<file path="config.mk">
export PLATFORM = sky130hd
export DESIGN_NAME = tmr_watchdog
export DESIGN_NICKNAME = d
export VERILOG_FILES = /design/src/rtl/wdt_pkg.sv /design/src/rtl/wdt_tick_gen.sv /design/src/rtl/wdt_downcount.sv /design/src/rtl/wdt_pulse.sv /design/src/rtl/tmr_watchdog.sv
export SDC_FILE = /design/constraint.sdc
export NUM_CORES = 1
export LEC_CHECK = 0
export BUFFER_PORTS_ARGS = -buffer_cell sky130_fd_sc_hd__buf_2
export CAP_MARGIN = 0
export CORE_AREA = 2 2 136 138
export CTS_CLUSTER_SIZE = 8
export DETAILED_ROUTE_END_ITERATION = 8
export DIE_AREA = 0 0 138 140
export GPL_ROUTABILITY_DRIVEN = 0
export PLACE_DENSITY = 0.54
export SLEW_MARGIN = 15
export SYNTH_ARGS = -nofsm -noshare
export SYNTH_HDL_FRONTEND = slang
export SYNTH_SLANG_ARGS = --single-unit
</file>
<file path="constraint.sdc">
create_clock -name clk -period 7 [get_ports clk]
set_input_delay 1.05 -clock clk [delete_from_list [all_inputs] [get_ports clk]]
set_output_delay 1.05 -clock clk [all_outputs]
set_load 0.01 [all_outputs]
</file>
<file path="src/rtl/wdt_pkg.sv">
package wdt_pkg;
  // register word index, taken from bus_addr[3:2]
  localparam logic [1:0] IDX_COUNT  = 2'd0;
  localparam logic [1:0] IDX_RELOAD = 2'd1;
  localparam logic [1:0] IDX_KICK   = 2'd2;
  localparam logic [1:0] IDX_CTRL   = 2'd3;

  localparam logic [31:0] KICK_KEY  = 32'h0000_4755;
  localparam int          FLAG_POS  = 8;
  localparam int          CTRL_W    = 7;

  // control register layout, bit 0 at the bottom
  typedef struct packed {
    logic [1:0] scope;   // 6:5
    logic       slow;    // 4
    logic       act_ext; // 3
    logic       act_irq; // 2
    logic       act_rst; // 1
    logic       run;     // 0
  } ctrl_t;
endpackage

</file>
<file path="src/rtl/wdt_tick_gen.sv">
module wdt_tick_gen #(
  parameter int DIV = 125
) (
  input  logic clk,
  input  logic rst_ni,
  output logic tick
);
  generate
    if (DIV <= 1) begin : g_bypass
      assign tick = 1'b1;
    end else begin : g_div
      localparam int PW = $clog2(DIV);
      localparam logic [PW-1:0] LAST = PW'(DIV - 1);
      logic [PW-1:0] ph_q, ph_d;

      always_comb begin
        tick = (ph_q == LAST);
        ph_d = tick ? '0 : ph_q + 1'b1;
      end

      always_ff @(posedge clk or negedge rst_ni) begin
        if (!rst_ni) ph_q <= '0;
        else         ph_q <= ph_d;
      end


      tick_gap_chk: assert property (@(posedge clk) disable iff (!rst_ni)
        tick |=> !tick);
    end
  endgenerate
endmodule

</file>
<file path="src/rtl/wdt_downcount.sv">
module wdt_downcount #(
  parameter int          W    = 32,
  parameter logic [W-1:0] INIT = '1
) (
  input  logic         clk,
  input  logic         rst_ni,
  input  logic         load,
  input  logic         step,
  input  logic [W-1:0] reload,
  output logic [W-1:0] count,
  output logic         expire
);
  logic [W-1:0] cnt_q, cnt_d;

  always_comb begin
    expire = 1'b0;
    cnt_d  = cnt_q;
    if (load) begin
      cnt_d = reload;
    end else if (step) begin
      if (cnt_q == '0) begin
        expire = 1'b1;
        cnt_d  = reload;
      end else begin
        cnt_d = cnt_q - 1'b1;
      end
    end
  end

  always_ff @(posedge clk or negedge rst_ni) begin
    if (!rst_ni) cnt_q <= INIT;
    else         cnt_q <= cnt_d;
  end

  assign count = cnt_q;


  hold_when_idle_chk: assert property (@(posedge clk) disable iff (!rst_ni)
    (!load && !step) |=> $stable(cnt_q));

  load_takes_reload_chk: assert property (@(posedge clk) disable iff (!rst_ni)
    load |=> cnt_q == $past(reload));
endmodule

</file>
<file path="src/rtl/wdt_pulse.sv">
module wdt_pulse #(
  parameter int LEN = 4,
  parameter int N   = 3
) (
  input  logic         clk,
  input  logic         rst_ni,
  input  logic         fire,
  input  logic [N-1:0] sel,
  output logic [N-1:0] outs
);
  localparam int LW = $clog2(LEN + 1);

  logic [LW-1:0] left_q, left_d;
  logic [N-1:0]  mask_q, mask_d;

  always_comb begin
    left_d = left_q;
    mask_d = mask_q;
    if (fire) begin
      left_d = LW'(LEN);
      mask_d = sel;
    end else if (left_q != '0) begin
      left_d = left_q - 1'b1;
    end
  end

  always_ff @(posedge clk or negedge rst_ni) begin
    if (!rst_ni) begin
      left_q <= '0;
      mask_q <= '0;
    end else begin
      left_q <= left_d;
      mask_q <= mask_d;
    end
  end

  assign outs = (left_q != '0) ? mask_q : '0;


  fire_drives_sel_chk: assert property (@(posedge clk) disable iff (!rst_ni)
    fire |=> outs == $past(sel));
endmodule

</file>
<file path="src/rtl/tmr_watchdog.sv">
module tmr_watchdog #(
  parameter int          CLK_MHZ     = 125,
  parameter int          PULSE_LEN   = 4,
  parameter int          DATA_W      = 32,
  parameter logic [31:0] RELOAD_INIT = 32'hFFFF_FFFF
) (
  input  logic              clk,
  input  logic              rst_n,
  input  logic              bus_wr,
  input  logic              bus_rd,
  input  logic [3:0]        bus_addr,
  input  logic [DATA_W-1:0] bus_wdata,
  output logic [DATA_W-1:0] bus_rdata,
  output logic              sys_rst_o,
  output logic              irq_o,
  output logic              ext_o,
  output logic              full_chip_o
);
  import wdt_pkg::*;

  localparam int NACT = 3;

  // reset: asserted asynchronously, released on the clock
  logic sync1_q, rst_ni;
  always_ff @(posedge clk or negedge rst_n) begin
    if (!rst_n) begin
      sync1_q <= 1'b0;
      rst_ni  <= 1'b0;
    end else begin
      sync1_q <= 1'b1;
      rst_ni  <= sync1_q;
    end
  end

  // decode
  logic       aligned, wr_ok, kick, reload_we, ctrl_we;
  logic [1:0] idx;
  assign aligned   = (bus_addr[1:0] == 2'b00);
  assign idx       = bus_addr[3:2];
  assign wr_ok     = bus_wr && aligned;
  assign kick      = wr_ok && (idx == IDX_KICK) && (bus_wdata == DATA_W'(KICK_KEY));
  assign reload_we = wr_ok && (idx == IDX_RELOAD);
  assign ctrl_we   = wr_ok && (idx == IDX_CTRL);

  ctrl_t             ctrl_q, ctrl_d;
  logic [DATA_W-1:0] reload_q, reload_d, rdata_q, rdata_d, rd_mux, count;
  logic              flag_q, flag_d, tick, step, expire;
  logic [NACT-1:0]   act_out;

  wdt_tick_gen #(.DIV(CLK_MHZ)) u_tick (
    .clk(clk), .rst_ni(rst_ni), .tick(tick)
  );

  assign step = ctrl_q.run && (ctrl_q.slow ? tick : 1'b1);

  wdt_downcount #(.W(DATA_W), .INIT(DATA_W'(RELOAD_INIT))) u_cnt (
    .clk(clk), .rst_ni(rst_ni), .load(kick), .step(step),
    .reload(reload_q), .count(count), .expire(expire)
  );

  wdt_pulse #(.LEN(PULSE_LEN), .N(NACT)) u_pulse (
    .clk(clk), .rst_ni(rst_ni), .fire(expire),
    .sel({ctrl_q.act_ext, ctrl_q.act_irq, ctrl_q.act_rst}), .outs(act_out)
  );

  always_comb begin
    rd_mux = '0;
    if (aligned) begin
      case (idx)
        IDX_COUNT:  rd_mux = count;
        IDX_RELOAD: rd_mux = reload_q;
        IDX_CTRL: begin
          rd_mux[CTRL_W-1:0] = ctrl_q;
          rd_mux[FLAG_POS]   = flag_q;
        end
        default:    rd_mux = '0;
      endcase
    end
  end

  always_comb begin
    reload_d = reload_we ? bus_wdata : reload_q;
    ctrl_d   = ctrl_we ? ctrl_t'(bus_wdata[CTRL_W-1:0]) : ctrl_q;
    rdata_d  = bus_rd ? rd_mux : rdata_q;
    flag_d   = flag_q;
    if (kick)        flag_d = 1'b0;
    else if (expire) flag_d = 1'b1;
  end

  always_ff @(posedge clk or negedge rst_ni) begin
    if (!rst_ni) begin
      reload_q <= DATA_W'(RELOAD_INIT);
      ctrl_q   <= '0;
      flag_q   <= 1'b0;
      rdata_q  <= '0;
    end else begin
      reload_q <= reload_d;
      ctrl_q   <= ctrl_d;
      flag_q   <= flag_d;
      rdata_q  <= rdata_d;
    end
  end

  assign bus_rdata   = rdata_q;
  assign sys_rst_o   = act_out[0];
  assign irq_o       = act_out[1];
  assign ext_o       = act_out[2];
  assign full_chip_o = (ctrl_q.scope == 2'b01);


  flag_sets_chk: assert property (@(posedge clk) disable iff (!rst_ni)
    expire |=> flag_q);

  bad_key_flag_chk: assert property (@(posedge clk) disable iff (!rst_ni)
    (wr_ok && idx == IDX_KICK && !kick && !expire) |=> $stable(flag_q));

  rst_unselected_chk: assert property (@(posedge clk) disable iff (!rst_ni)
    (expire && !ctrl_q.act_rst) |=> !sys_rst_o);
endmodule

</file>
==> results.md <==
* Status: complete, no violations
* GRT Total Usage at 18.2%
* Routed WL at 17,100 microns
* Final nets at 693
* Commonest non-fill, non-tap cells in the layout: buf_2, dfstp_2, dfrtp_1, mux2_2, inv_1
* Cell Pwr Density at 287 mW/mm^2
* Slowest stage cell, crit path: a21o_1
* Critical setup path kind: primary input to flip-flop
* Slew HR at 26.5%
* Max incr delay on CP at 0.67 ns
* Initial DRC Count at 365
* TritonCTS clock tree: yes
* Root buf cell: clkbuf_16
* Syn_area_per_cell at 10.7 sq um
* FP Rows at 49
* Required @ worst endpoint at 7.36 ns
* Sequential Power Share at 42.6%
* Initial Utilization at 34.7%
* Initial antenna violation count at 0
* Psw at 556 uW
* Worst Tran Pin Value at 1.10 ns
* Clk Latency, worst-skew pair at 0.42 ns
* Mux contribution to synthesized area at 13.7%
* Clock-pin slew on the worst setup and hold paths at 0.06 ns
* Number of enable flip-flop cells after synthesis at 0
* Post-Place Worst Slack at 3.28 ns
* Final ANT Viol Nets at 0
* Clock power frac at 44.9%
* Clock sinks at 119
* Share of cells above drive strength 1 at 37.6%
* Synth Area in Adders at 1.22%
* Hold Buf Count CTS at 0
* Number of port buffers at 75
* CTS Buf Count at 17
* Synth Instances at 579
* First drt pass iteration count at 6
* Total grt overflow at 0
* First-pass GRT wire length at 28,100 microns
* Post-Route Utilization at 41.7%
* Post-synth top flop: dfstp_2
* Core Region at 0.0178 sq mm
* Vias per inst at 5.54
* Chip Height at 140 microns
* Clock Path Buffers at 2
* Synth Area in Simple Gates at 16.2%
* YS warnings at 0
* MaxCap Viol Count at 0
* Residual DRC count at 0
* Die W at 138 microns
* CP cell instances: buf_2, nor3b_1, nand4_1, nor3_2, buf_4, a21o_1, o21ai_0, nand3_1
* Placed Instance Area at 0.00676 sq mm
* Post-synthesis cell area at 0.00617 sq mm
* Lkg Pwr at 0.00307 uW
* CP max FO at 24
* Minimum clock period at 3.33 ns
* Largest net degree at the start of global routing at 68
* Vias in the first global route at 5,181
* Largest family of logic cells by synthesized area: simple AND/OR/NAND/NOR gates
* CP bufs+invs at 2
* Final worst slack at 3.67 ns
* Tcrit/Tclk final at 47.5%
* H-tree Lvls at 4
* Final setup viols at 0
* Sw Ratio at 26.1%
* Skew final at 0.00847 ns
* Hold Path Class: flip-flop to async pin
* RSZ-0062 raised after global routing: no
* Die area at 0.0193 sq mm
* Area Overhead vs Synth at 20.1%
* Design area at 0.00741 sq mm
* Largest delay contributor family on the critical path: simple AND/OR/NAND/NOR gates
* XOR/XNOR Fraction of Synth Area at 1.99%
* WL/cell at 19.2 microns
* Max Slew Vio Count at 0
* Max Clk Rate at 301 MHz
* Final hold vios at 0
* Number of setup buffers added after CTS at 0
* Crit end category: flip-flop
* Combinational Power Share at 12.5%
* Complex-gate fraction of the synthesized area at 12.8%
* Int Pwr at 1570 uW
* Commonest non-fill, non-tap cell in the layout: buf_2
* Seq/Total Area, Yosys at 49.5%
* Setup crit start kind: primary input
* CP arrival at 3.68 ns
* Via Count at 4,921
* Maximum VDD drop at 171 uV
* Resized cells post-CTS at 0
* Syn_nets at 625
* Worst Hold Margin at 0.355 ns
* IO Count at 76
* DP Wirelength at 11,800 microns
* ANT cells at 0
* Flops & latches, synth at 119
* Fraction of registers with async set/reset at 100%
* Cell variety after synth at 65
* Sum Neg Setup Slack at 0 ns
per-stage QoR:
stage / total power, uW / instances
3_5_place_dp: 1190 / 857
2_1_floorplan: 1080 / 579
6_report: 2130 / 889
4_1_cts: 2160 / 889
3_3_place_gp: 1180 / 857
5_1_grt: 2220 / 889
logic make-up (layout without fill, tap and decap cells):
group | Yosys count | count (layout)
and+or+nand+nor | 168 | 168
AOI/OAI and AO/OA | 122 | 122
DFF | 119 | 119
muxes | 77 | 77
buffers and inverters | 72 | 153
xor gates and xnor gates | 14 | 14
adders and majority gates | 6 | 6
other | 1 | 1
power groups by stage:
stage / Clock (uW) / Combinational [uW] / Sequential [uW]
final: 957 / 265 / 907
after global routing: 1010 / 295 / 923
after CTS: 979 / 269 / 909
after detailed placement: 0 / 268 / 918
after global placement: 0 / 260 / 917
after floorplan: 0 / 192 / 885
worst paths after layout:
check,startpoint,end,slack (ns),depth (start not counted)
min in group clk,sync1_q$_DFF_PN0_,rst_ni$_DFF_PN0_,0.36,0
max in group asynchronous,rst_ni$_DFF_PN0_,bus_rdata[12]$_DFFE_PN0P_,5.31,1
worst max-delay path,bus_addr[1],u_cnt.count[27]$_DFFE_PN1P_,3.67,8
worst max register to register,u_tick.g_div.ph_q[0]$_DFF_PN0_,u_cnt.count[18]$_DFFE_PN1P_,4.14,8
worst min-delay path,rst_ni$_DFF_PN0_,bus_rdata[30]$_DFFE_PN0P_,0.36,0
worst min register to register,rst_ni$_DFF_PN0_,bus_rdata[30]$_DFFE_PN0P_,0.36,0
synth_stat cells (3+ instances only):
| cell type | count | area (sq um) |
|---|---|---|
| o21a_1 | 4 | 30.0 |
| buf_1 | 4 | 15.0 |
| nor4b_1 | 4 | 35.0 |
| clkbuf_1 | 22 | 82.6 |
| nor2b_1 | 5 | 31.3 |
| a31oi_1 | 6 | 37.5 |
| nor4_1 | 12 | 75.1 |
| buf_2 | 4 | 20.0 |
| a21o_1 | 3 | 22.5 |
| dfstp_2 | 64 | 1680 |
| inv_1 | 41 | 154 |
| a22oi_1 | 8 | 60.1 |
| dfrtp_1 | 55 | 1380 |
| xor2_1 | 9 | 78.8 |
| nand4_1 | 8 | 50.1 |
| nand3_1 | 19 | 95.1 |
| xnor2_1 | 5 | 43.8 |
| a21oi_1 | 17 | 85.1 |
| and4_1 | 3 | 26.3 |
| mux2_4 | 3 | 45.0 |
| nor2_1 | 33 | 124 |
| o22ai_1 | 35 | 219 |
| and4_2 | 3 | 30.0 |
| nor3_1 | 18 | 90.1 |
| mux2i_1 | 27 | 270 |
| and2_1 | 3 | 18.8 |
| nand2_1 | 30 | 113 |
| nor4_4 | 4 | 85.1 |
| or3_1 | 4 | 25.0 |
| ha_1 | 6 | 75.1 |
| mux2_2 | 47 | 529 |
| o21ai_0 | 25 | 125 |
| o22a_1 | 3 | 26.3 |
| a32oi_1 | 3 | 26.3 |
metal layers:
layer / share of wire, % / track usage [%]
met1: 47 / 24.9
met2: 46 / 28.6
met3: 4.4 / 3.62
met4: 2.4 / 7.36
met5: 0 / 0
cell type report:
type                       instances  area (sq um)
fill                            1747         10400
sequential                       119          3060
multi-input combinational        388          2850
clock buffer                      22           484
timing repair buffer              80           413
tap                              229           287
clock inverter                    10           168
inverter                          41           154
sequential cells by signal (all words and copies together) (netlist names):
signal	cells
bus_rdata	32
reload_q	32
u_cnt.count	32
ctrl_q	7
u_tick.g_div.ph_q	7
u_pulse.left_q	3
u_pulse.mask_q	3
flag_q	1
rst_ni	1
sync1_q	1
(Power assumes the default switching activity.)
